## config.mk

```make
export PLATFORM = sky130hd
export DESIGN_NAME = ecc_loc_fixer
export DESIGN_NICKNAME = d
export VERILOG_FILES = /design/src/rtl/efa_pkg.sv /design/src/rtl/efa_sector_pick.sv /design/src/rtl/efa_loc_split.sv /design/src/rtl/efa_ctrl.sv /design/src/rtl/ecc_loc_fixer.sv
export SDC_FILE = /design/constraint.sdc
export NUM_CORES = 1
export LEC_CHECK = 0
export ABC_AREA = 1
export CORE_MARGIN = 2
export CORE_UTILIZATION = 37
export DETAILED_ROUTE_END_ITERATION = 12
export HOLD_SLACK_MARGIN = 0.02
export MAX_ROUTING_LAYER = met4
export PLACE_DENSITY = 0.88
export SKIP_LAST_GASP = 1
export SYNTH_ARGS = -nofsm -noshare
export SYNTH_HDL_FRONTEND = slang
export SYNTH_SLANG_ARGS = --single-unit
```

## constraint.sdc

```tcl
create_clock -name clk -period 3.5 [get_ports clk]
set_input_delay 0.35 -clock clk [delete_from_list [all_inputs] [get_ports clk]]
set_output_delay 0.35 -clock clk [all_outputs]
set_load 0.03 [all_outputs]
```

## src/rtl/efa_pkg.sv

```systemverilog
package efa_pkg;

    typedef enum logic [2:0] {
        ST_IDLE,
        ST_WAIT,
        ST_EVAL,
        ST_FIX,
        ST_DONE
    } efa_state_t;

    typedef enum logic [1:0] {
        RG_DATA,
        RG_META,
        RG_PARITY
    } efa_region_t;

endpackage

```

## src/rtl/efa_sector_pick.sv

```systemverilog
// Selects the addressed sector's count field and decode-done bit and
// classifies the count.
module efa_sector_pick #(
    parameter int NSECT = 8,
    parameter int CNT_W = 4,
    parameter int SECT_W = $clog2(NSECT)
) (
    input  logic [NSECT*CNT_W-1:0] cnt_word,
    input  logic [NSECT-1:0]       ready_vec,
    input  logic [SECT_W-1:0]      sect,
    output logic [CNT_W-1:0]       cnt,
    output logic                   ready,
    output logic                   is_zero,
    output logic                   is_bad
);
    logic [CNT_W-1:0] fields [NSECT];

    for (genvar g = 0; g < NSECT; g++) begin : g_field
        assign fields[g] = cnt_word[g*CNT_W +: CNT_W];
    end

    assign cnt     = fields[sect];
    assign ready   = ready_vec[sect];
    assign is_zero = (cnt == '0);
    assign is_bad  = (cnt == '1);
endmodule

```

## src/rtl/efa_loc_split.sv

```systemverilog
// Picks one location out of a packed word and maps it to a region,
// a byte address and a bit index.
module efa_loc_split
    import efa_pkg::*;
#(
    parameter int WORD_W = 32,
    parameter int LOC_W = 13,
    parameter int ODD_SHIFT = 16,
    parameter int SECT_BYTES = 512,
    parameter int META_BYTES = 8,
    parameter int DADDR_W = $clog2(SECT_BYTES),
    parameter int MADDR_W = $clog2(META_BYTES)
) (
    input  logic [WORD_W-1:0]  word,
    input  logic               odd,
    output efa_region_t        region,
    output logic [DADDR_W-1:0] daddr,
    output logic [MADDR_W-1:0] maddr,
    output logic [7:0]         flip_mask
);
    localparam int BYTE_W = LOC_W - 3;
    localparam logic [LOC_W-1:0]  DATA_END = LOC_W'(SECT_BYTES * 8);
    localparam logic [LOC_W-1:0]  META_END = LOC_W'((SECT_BYTES + META_BYTES) * 8);
    localparam logic [BYTE_W-1:0] META_BASE = BYTE_W'(SECT_BYTES);

    logic [LOC_W-1:0]  loc;
    logic [BYTE_W-1:0] byte_idx;
    logic [BYTE_W-1:0] meta_off;
    logic [2:0]        bit_idx;

    assign loc       = odd ? word[ODD_SHIFT +: LOC_W] : word[0 +: LOC_W];
    assign byte_idx  = loc[LOC_W-1:3];
    assign bit_idx   = loc[2:0];
    assign meta_off  = byte_idx - META_BASE;
    assign daddr     = byte_idx[DADDR_W-1:0];
    assign maddr     = meta_off[MADDR_W-1:0];
    assign flip_mask = 8'b1 << bit_idx;

    always_comb begin
        if (loc < DATA_END) begin
            region = RG_DATA;
        end else if (loc < META_END) begin
            region = RG_META;
        end else begin
            region = RG_PARITY;
        end
    end
endmodule

```

## src/rtl/efa_ctrl.sv

```systemverilog
// Sequencer: wait for decode-done, classify the count, walk the locations.
module efa_ctrl
    import efa_pkg::*;
(
    input  logic       clk,
    input  logic       rst_n,
    input  logic       start,
    input  logic       sect_ready,
    input  logic       is_zero,
    input  logic       is_bad,
    input  logic       last_loc,
    output efa_state_t state,
    output logic       accept,
    output logic       eval,
    output logic       step,
    output logic       busy,
    output logic       done_p
);
    efa_state_t nxt;

    always_ff @(posedge clk or negedge rst_n) begin
        if (!rst_n) begin
            state <= ST_IDLE;
        end else begin
            state <= nxt;
        end
    end

    always_comb begin
        nxt = state;
        unique case (state)
            ST_IDLE: if (start)      nxt = ST_WAIT;
            ST_WAIT: if (sect_ready) nxt = ST_EVAL;
            ST_EVAL: nxt = (is_bad || is_zero) ? ST_DONE : ST_FIX;
            ST_FIX:  if (last_loc)   nxt = ST_DONE;
            ST_DONE: nxt = ST_IDLE;
            default: nxt = ST_IDLE;
        endcase
    end

    always_comb begin
        accept = 1'b0;
        eval   = 1'b0;
        step   = 1'b0;
        busy   = 1'b1;
        done_p = 1'b0;
        unique case (state)
            ST_IDLE: begin
                busy   = 1'b0;
                accept = start;
            end
            ST_WAIT: ;
            ST_EVAL: eval = 1'b1;
            ST_FIX:  step = 1'b1;
            ST_DONE: done_p = 1'b1;
            default: busy = 1'b0;
        endcase
    end
endmodule

```

## src/rtl/ecc_loc_fixer.sv

```systemverilog
module ecc_loc_fixer
    import efa_pkg::*;
#(
    parameter int NSECT = 8,
    parameter int CNT_W = 4,
    parameter int WORD_W = 32,
    parameter int LOC_W = 13,
    parameter int ODD_SHIFT = 16,
    parameter int SECT_BYTES = 512,
    parameter int META_BYTES = 8,
    localparam int SECT_W = $clog2(NSECT),
    localparam int LADDR_W = CNT_W - 1,
    localparam int DADDR_W = $clog2(SECT_BYTES),
    localparam int MADDR_W = $clog2(META_BYTES)
) (
    input  logic                   clk,
    input  logic                   rst_n,
    input  logic                   start,
    input  logic [SECT_W-1:0]      sect_sel,
    input  logic [NSECT-1:0]       dec_done,
    input  logic [NSECT*CNT_W-1:0] err_counts,
    output logic [LADDR_W-1:0]     loc_addr,
    input  logic [WORD_W-1:0]      loc_word,
    output logic [DADDR_W-1:0]     dbuf_addr,
    input  logic [7:0]             dbuf_rdata,
    output logic                   dbuf_we,
    output logic [7:0]             dbuf_wdata,
    output logic [MADDR_W-1:0]     mbuf_addr,
    input  logic [7:0]             mbuf_rdata,
    output logic                   mbuf_we,
    output logic [7:0]             mbuf_wdata,
    output logic                   busy,
    output logic                   done,
    output logic                   uncorrectable,
    output logic [CNT_W-1:0]       fix_total
);
    localparam logic [CNT_W-1:0] ONE = CNT_W'(1);

    efa_state_t       state;
    logic [SECT_W-1:0] sect_q;
    logic [CNT_W-1:0]  idx_q;
    logic [CNT_W-1:0]  total_q;
    logic              bad_q;
    logic [CNT_W-1:0]  cnt;
    logic              sect_ready, is_zero, is_bad, last_loc;
    logic              accept, eval, step;
    efa_region_t       region;
    logic [7:0]        flip_mask;

    efa_sector_pick #(.NSECT(NSECT), .CNT_W(CNT_W), .SECT_W(SECT_W)) u_pick (
        .cnt_word (err_counts),
        .ready_vec(dec_done),
        .sect     (sect_q),
        .cnt      (cnt),
        .ready    (sect_ready),
        .is_zero  (is_zero),
        .is_bad   (is_bad)
    );

    efa_loc_split #(
        .WORD_W(WORD_W), .LOC_W(LOC_W), .ODD_SHIFT(ODD_SHIFT),
        .SECT_BYTES(SECT_BYTES), .META_BYTES(META_BYTES),
        .DADDR_W(DADDR_W), .MADDR_W(MADDR_W)
    ) u_split (
        .word     (loc_word),
        .odd      (idx_q[0]),
        .region   (region),
        .daddr    (dbuf_addr),
        .maddr    (mbuf_addr),
        .flip_mask(flip_mask)
    );

    assign last_loc = (idx_q == cnt - ONE);

    efa_ctrl u_ctrl (
        .clk       (clk),
        .rst_n     (rst_n),
        .start     (start),
        .sect_ready(sect_ready),
        .is_zero   (is_zero),
        .is_bad    (is_bad),
        .last_loc  (last_loc),
        .state     (state),
        .accept    (accept),
        .eval      (eval),
        .step      (step),
        .busy      (busy),
        .done_p    (done)
    );

    always_ff @(posedge clk or negedge rst_n) begin
        if (!rst_n) begin
            sect_q  <= '0;
            idx_q   <= '0;
            total_q <= '0;
            bad_q   <= 1'b0;
        end else begin
            if (accept) begin
                sect_q  <= sect_sel;
                idx_q   <= '0;
                total_q <= '0;
                bad_q   <= 1'b0;
            end
            if (eval && is_bad) begin
                bad_q <= 1'b1;
            end
            if (step) begin
                idx_q   <= idx_q + ONE;
                total_q <= total_q + ONE;
            end
        end
    end

    assign loc_addr      = idx_q[CNT_W-1:1];
    assign dbuf_we       = step && (region == RG_DATA);
    assign mbuf_we       = step && (region == RG_META);
    assign dbuf_wdata    = dbuf_rdata ^ flip_mask;
    assign mbuf_wdata    = mbuf_rdata ^ flip_mask;
    assign fix_total     = total_q;
    assign uncorrectable = bad_q;

    logic unused_state;
    assign unused_state = ^state;
endmodule

```

* Word level (Yosys, flattened, before mapping)
Cells that the tools add are included.
Operators by class: reduce and logical (&&, ||, !) cells 11, magnitude comparators 4, shifts and indexed selects 1, multiplexer cells 23, bitwise gates (word level) 3, eq/ne operators 10, add/sub/neg operators 4
Operators with widths (number):
- $lt A13 B13 Y1 const B | 2
- $mux W4 | 5
- $xor A8 B8 Y8 | 2
- $mux W13 | 1
- $bmux W4 S3 | 1
- $mux W3 | 4
- $pmux W3 S4 | 1
- $add A4 B1 Y4 const B | 2
- $mux W1 | 8
- $shl A1 B3 Y8 const A | 1
- $eq A3 B2 Y1 const B | 2
- $ne A2 B2 Y1 const B | 3
- $eq A4 B4 Y1 | 1
- $eq A4 B4 Y1 const B | 1
- $ge A4 B4 Y1 const B | 1
- $logic_not A4 Y1 | 1
- $lt A3 B4 Y1 const B | 1
- $mux W2 | 2
- $not A3 Y4 | 1
- $reduce_bool A2 Y1 | 2
- $reduce_or A4 Y1 | 1
- $sub A4 B1 Y4 const B | 1
- $bmux W1 S3 | 1
- $eq A3 B1 Y1 const B | 1
- other kinds (8) | 10
Storage, ports and cells: input bits 94, output and inout bits 40, register bits after elaboration 15, word-level logic and storage cells 61

* Depth between registers and ports, before layout
Gate-level depths: netlist (run 1).
word-level depth 8, depth in mapped cells 17, gate-level depth less buffers 15

* Hierarchy
From an unflattened synthesis (run 1), not the netlist that was laid out.
Unflattened totals: cells, all modules 365, area, all modules 2034.5 um^2
By module, submodules not included:
- ecc_loc_fixer | seq. area each 300.3 um^2, area each 835.8 um^2, instances 1, cells each 104
- efa_sector_pick | seq. area each 0.0 um^2, area each 584.3 um^2, instances 1, cells each 139
- efa_loc_split | seq. area each 0.0 um^2, area each 384.1 um^2, instances 1, cells each 88
- efa_ctrl | seq. area each 75.1 um^2, area each 230.2 um^2, instances 1, cells each 34

* Least setup slack after synthesis (run 1)
Ideal clock, no wire load.
kind register to output, start reg idx_q[0], end out mbuf_we, required time 3.150 ns, buffers on the path 1, cell stages (with the launch flop) 7, arrival time 1.956 ns, slack 1.194 ns, cells stage by stage dfrtp_1 -> inv_2 -> buf_6 -> nand2_1 -> nand2_1 -> or4_1 -> nor4_2
On the way: cells in the longest elaborated chain, start to end 6
RTL lines:
- start, declared | line ecc_loc_fixer.sv:41 | logic [CNT_W-1:0] idx_q;
- start signal, assigned | line ecc_loc_fixer.sv:108 | idx_q <= idx_q + ONE;
- $mux W13 (*) | line efa_loc_split.sv:31 | assign loc = odd ? word[ODD_SHIFT +: LOC_W] : word[0 +: LOC_W];
- named net dbuf_addr[6] | line ecc_loc_fixer.sv:24 | output logic [DADDR_W-1:0] dbuf_addr,
- $lt A13 B13 Y1 | line efa_loc_split.sv:42 | end else if (loc < META_END) begin
- $mux W2 | line efa_loc_split.sv:42
- $mux W2 (*) | line efa_loc_split.sv:40 | if (loc < DATA_END) begin
- $eq A2 B1 Y1 (*) | line ecc_loc_fixer.sv:116 | assign mbuf_we = step && (region == RG_META);
- $logic_and A1 B1 Y1 (*) | line ecc_loc_fixer.sv:116
- end, declared | line ecc_loc_fixer.sv:30 | output logic mbuf_we,
Mark *: on every way through the listed nets, which the timed path passes. The rest lies on a longest branch.

* Worst setup path in the final report (run 1)
start reg idx_q[0], end out mbuf_wdata[7]
On the way: cells in the longest elaborated chain, start to end 3
RTL lines:
- $mux W13 | line efa_loc_split.sv:31
- $shl A1 B3 Y8 | line efa_loc_split.sv:37 | assign flip_mask = 8'b1 << bit_idx;
- $xor A8 B8 Y8 | line ecc_loc_fixer.sv:118 | assign mbuf_wdata = mbuf_rdata ^ flip_mask;
- end, declared | line ecc_loc_fixer.sv:31 | output logic [7:0] mbuf_wdata,
No other way between the ends.

==> impl_results.md, run 1 <==
- Core Region: 4410 um2
- Unique masters post-synth: 30
- Initial antenna violation count: 0
- Sum Neg Setup Slack: 0 ns
- Gr usage total: 0.215
- Commonest non-fill, non-tap cells in the layout: 127 x clkdlybuf4s50_1, 99 x nand2_1, 39 x nand3_1
- M1 GR Usage: 0.253
- Status: finished, final reports clean
- Final GP Congestion: 0.924
- Grt ovf: 0
- Vias in the first global route: 1995
- Synthesized flop and latch total: 15
- Buffer depth of the longest clock path: 2
- Worst Tran Pin Value: 0.652 ns
- Layout cells sized above 1: 0.0346
- TritonCTS Buffers: 3
- Cts hold-fix bufs: 0
- Starting DRT DRC Count: 64
- H-tree levels: 1
- DP Cell Count: 453
- Fmax: 342 MHz
- Global-route wire length before repair: 8.85 mm
- Tot Pwr: 2.28 mW
- Setup crit start kind: flip-flop
- Final WL: 5.63 mm
- RSZ-0062 raised after global routing: no
- FF-to-FF Start: sect_q[0]
- TritonCTS clock tree: yes
- Via count: 2139
- Most common cell after layout, fill and taps aside: clkdlybuf4s50_1
- Grt met3 use: 0.0264
- Layout Cells excl Fill: 457
- # DRC: 0
- Antenna Cells: 0
- Reg2reg setup slack: 1.08 ns
- Met2 usage: 0.391
- Wire per inst: 12.3 um
- Mapped Cells: 283
- CTS resizes: 0
- Fin crit share: 0.834
- Crit path time final: 2.92 ns
- Post-CTS Setup Inserts: 0
- Initial Utilization: 0.391
- Synth warnings: 0
- Largest net degree at the start of global routing: 18
- Count of final max-slew check failures: 0
- Setup-failing EPs final: 0
- Chip height: 72.3 um
- Die area: 5220 um2
- CP endpoint kind: primary output
- Fin Clk Skew: 0.00194 ns
- Vias/cell: 4.68
- Type of the worst setup path: reg2out
- Seq/Total Area, Yosys: 0.218
- Post-route ant nets: 0
- Mean Syn Cell Area: 6.09 um2
- Worst min path class: in2async
- Number of I/O port buffers: 127
- Clock slew at reported path FFs: 0.06 ns
- Worst ir drop on vdd: 0.000490 V
- WP data required: 3.15 ns
- Fillers: 371
- LEAKAGE: 1.43 nW
- Die width: 72.3 um
- Reg-to-reg endpoint: u_ctrl.state[0]
- HPWL after DPL: 4.77 mm
- PD cells: 752 nW/um2
- GR peak layer: met2
- Crit path arrival time: 2.57 ns
- Clock latency on the worst-skew pair: 0.25 ns
- Root Driver: clkbuf_8
- Row count: 24
- Synth Net Count: 382
- Mapped cell area: 1720 um2
- R2R cell count: 14
- DRT Pass-1 Iters: 4
- CTS sink cnt: 15
- P&R area growth vs syn: 75.8%
- Hold Fails Final Rpt: 0
- Max-Cap Viols: 0
- Crit Path Max Fanout: 15
- Max-slew headroom: 0.564
- Fin nets: 505
- Io pins: 134
==> worst max-delay path by stage <==
stage	to	slack [ns]	start	cells after the start
3_5_place_dp	mbuf_wdata[7]	0.73	loc_word[18]	7
2_1_floorplan	mbuf_we	1.19	idx_q[0]	6
4_1_cts	mbuf_wdata[7]	0.56	idx_q[0]	7
3_3_place_gp	dbuf_wdata[5]	0.80	loc_word[18]	7
6_report	mbuf_wdata[7]	0.58	idx_q[0]	7
5_1_grt	dbuf_wdata[5]	0.37	idx_q[0]	7
==> critical path, cell delays in order, from the launching register on <==
cell and delay [ns]:
dfrtp_1 0.46, inv_2 0.17, or2_2 0.29, o21ai_0 0.21, inv_1 0.17, nand3_1 0.18
xnor2_1 0.14, clkdlybuf4s50_1 0.69
==> cell type report <==
class | count | area (um2) | share of cell area
clock buffers | 4 | 45.0 | 0.0149
inverters | 40 | 153 | 0.0504
well taps | 52 | 65.1 | 0.0215
multi-input cells | 217 | 1110 | 0.365
repair buffers | 129 | 1290 | 0.424
flip-flops and latches | 15 | 375 | 0.124
==> state kept, by name, summed over array words and instances (netlist names) <==
signal / flops
sect_q: 3
u_ctrl.state: 3
idx_q: 4
fix_total: 4
uncorrectable: 1
==> per-layer routing <==
| metal | wire length [um] | up-vias | share of wire |
|---|---|---|---|
| met3 | 292 | 6 | 0.052 |
| met2 | 3000 | 53 | 0.53 |
| li1 | - | 1123 | - |
| met5 | 0 | - | 0 |
| met4 | 34 | 0 | 0.0060 |
| met1 | 2300 | 957 | 0.41 |
==> report_power, final <==
group          internal [mW]  switching (mW)
logic                  0.730            1.05
clock network         0.0806          0.0581
registers              0.248           0.114
==> synthesized netlist by cell type, drive strengths merged <==
master / count / area, um2
inv: 40 / 153
a21oi: 4 / 20.0
a32o: 1 / 10.0
xor2: 4 / 35.0
o22ai: 1 / 6.26
nand3b: 1 / 7.51
nor4: 1 / 12.5
mux2i: 1 / 10.0
nor2: 18 / 70.1
dfrtp: 15 / 375
nand2: 101 / 384
o21ai: 15 / 78.8
or2: 3 / 18.8
ha: 5 / 62.6
xnor2: 18 / 158
buf: 11 / 90.1
nand3: 39 / 195
or4: 1 / 7.51
a21boi: 1 / 7.51
nor3: 1 / 5.00
a22o: 2 / 17.5
==> cell families after synthesis <==
| kind of cell | after synthesis | share of synthesized area |
|---|---|---|
| AND/OR/NAND/NOR | 165 | 0.406 |
| buffers and inverters | 51 | 0.141 |
| AO/OA/AOI/OAI | 24 | 0.0813 |
| XOR/XNOR | 22 | 0.112 |
| flip-flops | 15 | 0.218 |
| adder cells (fa/ha/maj) | 5 | 0.0363 |
| multiplexers | 1 | 0.00581 |
==> per-stage QoR <==
step	hold WS (ns)	area, um2	utilization	worst slack (ns)
6_report	0.503	3030	0.687	0.580
4_1_cts	0.521	3030	0.687	0.562
3_3_place_gp	0.505	2990	0.676	0.800
3_5_place_dp	0.501	2990	0.676	0.729
5_1_grt	0.546	3030	0.687	0.372
2_1_floorplan	0.0544	1720	-	1.19
(Power assumes the default switching activity.)
==> run 2: changes to the inputs <==
--- a/config.mk
+++ b/config.mk
@@ -7,11 +7,11 @@
 export LEC_CHECK = 0
 export ABC_AREA = 1
 export CORE_MARGIN = 2
-export CORE_UTILIZATION = 37
+export CORE_UTILIZATION = 31
 export DETAILED_ROUTE_END_ITERATION = 12
 export HOLD_SLACK_MARGIN = 0.02
 export MAX_ROUTING_LAYER = met4
-export PLACE_DENSITY = 0.88
+export PLACE_DENSITY = 0.79
 export SKIP_LAST_GASP = 1
 export SYNTH_ARGS = -nofsm -noshare
 export SYNTH_HDL_FRONTEND = slang
==> constraint.sdc (replaced) <==
create_clock -name clk -period 2.5 [get_ports clk]
set_input_delay 0.25 -clock clk [delete_from_list [all_inputs] [get_ports clk]]
set_output_delay 0.25 -clock clk [all_outputs]
set_load 0.03 [all_outputs]
==> run 2 against run 1 <==
  * Design area grew 0.58%
  * Combinational power grew 44%
  * Die area grew 18%
  * Total power grew 42%
  * Count of clock-buffer cells in the layout shrank 1
  * Clock power grew 45%
  * Sequential power grew 31%
  * Critical path type unchanged
==> impl_results.md, run 2 (same netlist as run 1, synthesis figures left out) <==
- LEAKAGE: 1.47 nW
- Count of final max-slew check failures: 0
- Worst Tran Pin Value: 0.678 ns
- Crit path time final: 2.36 ns
- Vias in the first global route: 2047
- Register share of total power: 0.146
- CTS sink cnt: 15
- Max stage delay on crit path: 0.38 ns
- Post-CTS Setup Inserts: 0
- Sw Ratio: 0.540
- WP data required: 2.25 ns
- Initial antenna violation count: 0
- Most common cell after layout, fill and taps aside: clkdlybuf4s50_1
- Max-slew headroom: 0.546
- Starting DRT DRC Count: 69
- Wire per inst: 12.3 um
- Setup-failing EPs final: 0
- Combinational Power Share: 0.792
- Crit Path Max Fanout: 15
- Layout Cells excl Fill: 481
- Commonest non-fill, non-tap cells in the layout: 110 x clkdlybuf4s50_1, 99 x nand2_1, 39 x nand3_1
- Crit path arrival time: 2.11 ns
- Sum Neg Setup Slack: 0 ns
- CP max stage cell: dfrtp_1
- P&R area growth vs syn: 76.8%
- Tot Pwr: 3.24 mW
- Initial Utilization: 0.317
- TritonCTS clock tree: yes
- Clock power share: 0.062
- Die area: 6170 um2
- Chip height: 78.6 um
- Type of the worst setup path: reg2out
- Worst ir drop on vdd: 0.000681 V
- Buffer depth of the longest clock path: 2
- Setup crit start kind: flip-flop
- H-tree levels: 1
- Final GP Congestion: 0.886
- Layout cells sized above 1: 0.0880
- Root Driver: clkbuf_8
- Reg2reg setup slack: 0.31 ns
- HPWL after DPL: 4.87 mm
- Worst min path class: in2async
- Core Region: 5440 um2
- Fin crit share: 0.943
- Cell-internal power: 1.49 mW
- Net Sw Power: 1.75 mW
- DRT Pass-1 Iters: 4
- Number of I/O port buffers: 127
- Status: finished, final reports clean
- Gr usage total: 0.183
- # DRC: 0
- Max-Cap Viols: 0
- Clock latency on the worst-skew pair: 0.25 ns
- Die width: 78.6 um
- Clock slew at reported path FFs: 0.06 ns
- Grt ovf: 0
- Post-route ant nets: 0
- Largest net degree at the start of global routing: 18
- Global-route wire length before repair: 9.07 mm
- Fin nets: 509
- Antenna Cells: 0
- Fin Clk Skew: 0.00339 ns
- Io pins: 134
- Fmax: 424 MHz
- CP endpoint kind: primary output
- RSZ-0062 raised after global routing: yes
- Hold Fails Final Rpt: 0
- TritonCTS Buffers: 3
- Vias/cell: 4.52
- DP Cell Count: 477
- Row count: 27
- PD cells: 1060 nW/um2
- Worst hold slack: 0.407 ns
- Final WL: 5.91 mm
- Critical-path cell list: buf_6 > inv_2 > or2_2 > o21ai_1 > inv_1 > nand3_1 > xnor2_1 > buf_4
- Via count: 2175
-- run 2: path summary, 6_finish.rpt --
check,from,end,cells after the start
min in group clk,uncorrectable,uncorrectable,1
hold / removal,rst_n,fix_total[1],1
setup / recovery,idx_q[0],dbuf_wdata[5],8
hold reg to reg,uncorrectable,uncorrectable,1
max in group asynchronous,rst_n,sect_q[0],1
setup reg to reg,sect_q[0],u_ctrl.state[0],13
-- run 2: timing repair --
item	4_1_cts	5_1_grt
gates resized for setup	0	3
hold buffers	0	0
setup endpoints to repair	0	11
-- run 2: layout make-up --
cell class,instances,area [um2]
clock buffer,3,41.3
clock inverter,1,5.00
fill,538,2390
inverter,40,153
multi-input combinational,217,1110
sequential,15,375
tap,72,90.1
timing repair buffer,133,1280
-- run 2: metrics by stage --
step | setup slack (ns) | util | cell area, um2
after floorplan | 0.294 | - | 1720
after global placement | 0.286 | 0.551 | 3000
after detailed placement | 0.280 | 0.551 | 3000
after CTS | 0.0733 | 0.560 | 3040
after global routing | -0.0323 | 0.560 | 3050
final | 0.142 | 0.560 | 3050
-- run 2: per-layer routing --
layer | routed length (um) | share of wire | global-route usage
met3 | 186 | 0.031 | 0.0195
met1 | 2640 | 0.45 | 0.226
met4 | 150 | 0.025 | 0.0614
met5 | 0 | 0 | -
met2 | 2930 | 0.50 | 0.312
-- run 2: worst max-delay path, delay by kind of cell (launching register included) --
family,cells,cell delay [ns]
compound gates,1,0.21
simple gates,2,0.45
xor+xnor,1,0.17
flops,1,0.38
buf+inv,4,0.64
-- run 2: power groups by stage --
stage	combinational (mW)	clock [mW]	sequential, mW
final	2.56	0.202	0.473
after global routing	2.81	0.214	0.489
after CTS	2.57	0.202	0.471
after detailed placement	2.56	0	0.473
after global placement	2.51	0	0.469
after floorplan	1.68	0	0.540
==> run 3: changes to the inputs <==
--- a/config.mk
+++ b/config.mk
@@ -7,12 +7,13 @@
 export LEC_CHECK = 0
 export ABC_AREA = 1
 export CORE_MARGIN = 2
-export CORE_UTILIZATION = 31
+export CORE_UTILIZATION = 25
+export CTS_CLUSTER_DIAMETER = 120
 export DETAILED_ROUTE_END_ITERATION = 12
 export HOLD_SLACK_MARGIN = 0.02
 export MAX_ROUTING_LAYER = met4
-export PLACE_DENSITY = 0.79
 export SKIP_LAST_GASP = 1
 export SYNTH_ARGS = -nofsm -noshare
 export SYNTH_HDL_FRONTEND = slang
+export SYNTH_HIERARCHICAL = 1
 export SYNTH_SLANG_ARGS = --single-unit
==> run 3 against run 2 <==
  * Design area increased by 11%
  * Non-clock buffer count down 1
  * Critical path depth increased by 10
  * Via count rose by 15%
  * Clock power is 3% lower
  * Global-route usage fell by 4.2 points
==> impl_results.md, run 3 <==
- LEAKAGE: 1.78 nW
- Fin crit share: 0.907
- Pre-CTS setup slack: 0.0285 ns
- Root Driver: clkbuf_8
- Max-slew headroom: 0.550
- TritonCTS clock tree: yes
- WP data required: 2.68 ns
- Mean Syn Cell Area: 5.57 um2
- TritonCTS Buffers: 3
- Ranking of synthesized cells by area: nand2_1 27%, dfrtp_1 18%, inv_1 11%
- Post-CTS Setup Inserts: 0
- Fillers: 819
- Initial Utilization: 0.261
- CP endpoint kind: flip-flop
- Status: finished, final reports clean
- Seq/Total Area, Yosys: 0.185
- Sum Neg Setup Slack: 0 ns
- Die area: 8880 um2
- Gr usage total: 0.141
- Worst ir drop on vdd: 0.000493 V
- Worst Tran Pin Value: 0.673 ns
- Wire per inst: 10.7 um
- Synth area leader: nand2_1
- Buffer depth of the longest clock path: 2
- Fmax: 441 MHz
- Mapped cell area: 2030 um2
- # DRC: 0
- Row count: 32
- Fin Clk Skew: 0.00174 ns
- Synthesized flop and latch total: 15
- DP Cell Count: 583
- Number of I/O port buffers: 127
- Yosys top cell area share: 0.273
- Most common cell after layout, fill and taps aside: nand2_1
- Io pins: 134
- Mapped Cells: 365
- Crit path depth: 18
- Largest net degree at the start of global routing: 21
- Synth warnings: 6
- Die width: 94.2 um
- Grt ovf: 0
- Initial antenna violation count: 0
- Layout Cells excl Fill: 587
- Starting DRT DRC Count: 47
- Final GP Congestion: 0.801
- Sequential standard cell area: 375 um2
- R2R cell count: 18
- Setup-failing EPs final: 0
- Clock slew at reported path FFs: 0.06 ns
- Crit Path Max Fanout: 18
- RSZ-0062 raised after global routing: no
- Setup WS post-layout: 0.234 ns
- P&R area growth vs syn: 65.6%
- Antenna Cells: 0
- Crit path buffers/inverters: 3
- Count leader, synth: nand2_1
- Synth Net Count: 462
- Post-synth EDFFs: 0
- Core Region: 7810 um2
- Top post-synthesis cells by count: 148 x nand2_1, 58 x inv_1, 28 x nand3_1, 28 x nor2_1, 17 x xor2_1
- Final WL: 6.27 mm
- Fin nets: 583
- Global-route wire length before repair: 10.1 mm
- Clock latency on the worst-skew pair: 0.25 ns
- Chip height: 94.2 um
- Cts hold-fix bufs: 0
- PD cells: 1020 nW/um2
- Critical-path cell list: buf_8 > nand2_1 > nand3_1 > nand2_1 > nand2_1 > nand2_2 > inv_1 > ha_1 > xnor2_1 > nor2_1 > nand2_1 > nor2_2 > inv_1 > nand2_2 > nand2_2 > nor2_2 > nand2_1 > nand2_1
- CP max stage cell: dfrtp_1
- Max stage delay on crit path: 0.42 ns
- Setup crit start kind: flip-flop
- Hold Fails Final Rpt: 0
- Final instance area: 3370 um2
- Count of final max-slew check failures: 0
- CTS sink cnt: 15
- H-tree levels: 1
- Tot Pwr: 3.44 mW
- Worst min path class: in2async
- Type of the worst setup path: reg2reg
- Commonest non-fill, non-tap cells in the layout: 147 x nand2_1, 109 x clkdlybuf4s50_1, 58 x inv_1
- Area of the multi-input gates: 1290 um2
- Crit path arrival time: 2.45 ns
- CP top delay family: simple AND/OR/NAND/NOR gates
- Vias in the first global route: 2363
- DRT Pass-1 Iters: 6
- Post-route ant nets: 0
- Via count: 2510
- Vias/cell: 4.28
- DP Area: 3310 um2
- Ys flop type: dfrtp_1
- Crit path time final: 2.27 ns
- Max-Cap Viols: 0
- Asr flop ratio synth: 1.00
- HPWL after DPL: 5.15 mm
- Layout cells sized above 1: 0.101
- CP most frequent cell: nand2_1
- Unique masters post-synth: 31
run 3: kinds of logic after synthesis:
kind of cell / Yosys count / synth area share
AO/OA/AOI/OAI: 23 / 0.0670
XOR/XNOR: 19 / 0.0818
adder cells (fa/ha/maj): 3 / 0.0185
buffers and inverters: 80 / 0.184
flip-flops: 15 / 0.185
AND/OR/NAND/NOR: 225 / 0.464
run 3: final timing paths:
| path | endpoint | start | slack [ns] |
|---|---|---|---|
| worst max-delay path | u_ctrl/state[1] | sect_q[0] | 0.23 |
| worst min-delay path | sect_q[1] | rst_n | 0.41 |
| worst max register to register | u_ctrl/state[1] | sect_q[0] | 0.23 |
| worst min register to register | uncorrectable | uncorrectable | 0.51 |
| max in group asynchronous | sect_q[0] | rst_n | 1.66 |
| min in group clk | uncorrectable | uncorrectable | 0.51 |
run 3: area by class of cell:
cell class | instances | area share
well taps | 102 | 0.0379
clock inverters | 1 | 0.00149
repair buffers | 132 | 0.381
clock buffers | 3 | 0.0123
inverters | 64 | 0.0728
flip-flops and latches | 15 | 0.111
multi-input cells | 270 | 0.383
run 3: layer usage:
metal / part of all wire / global-route usage / vias up
met5: 0 / - / -
met4: 0 / 0.0109 / 0
met3: 0.11 / 0.0353 / 0
met2: 0.47 / 0.261 / 119
met1: 0.43 / 0.160 / 1058
li1: - / - / 1333
run 3: repair_timing:
item | in CTS | in global routing
hold endpoints to repair | 0 | 0
setup endpoints to repair | 0 | 3
gates resized for setup | 0 | 6
run 3: per-stage QoR:
step	utilization	hold slack, ns
detailed placement	0.424	0.508
finish	0.431	0.414
global placement	0.424	0.491
global route	0.431	0.465
CTS	0.429	0.439
floorplan	-	-0.0456
run 3: report_power, final:
group / internal (mW) / switching, mW
clock: 0.110 / 0.0851
sequential: 0.339 / 0.124
combinational: 1.08 / 1.70
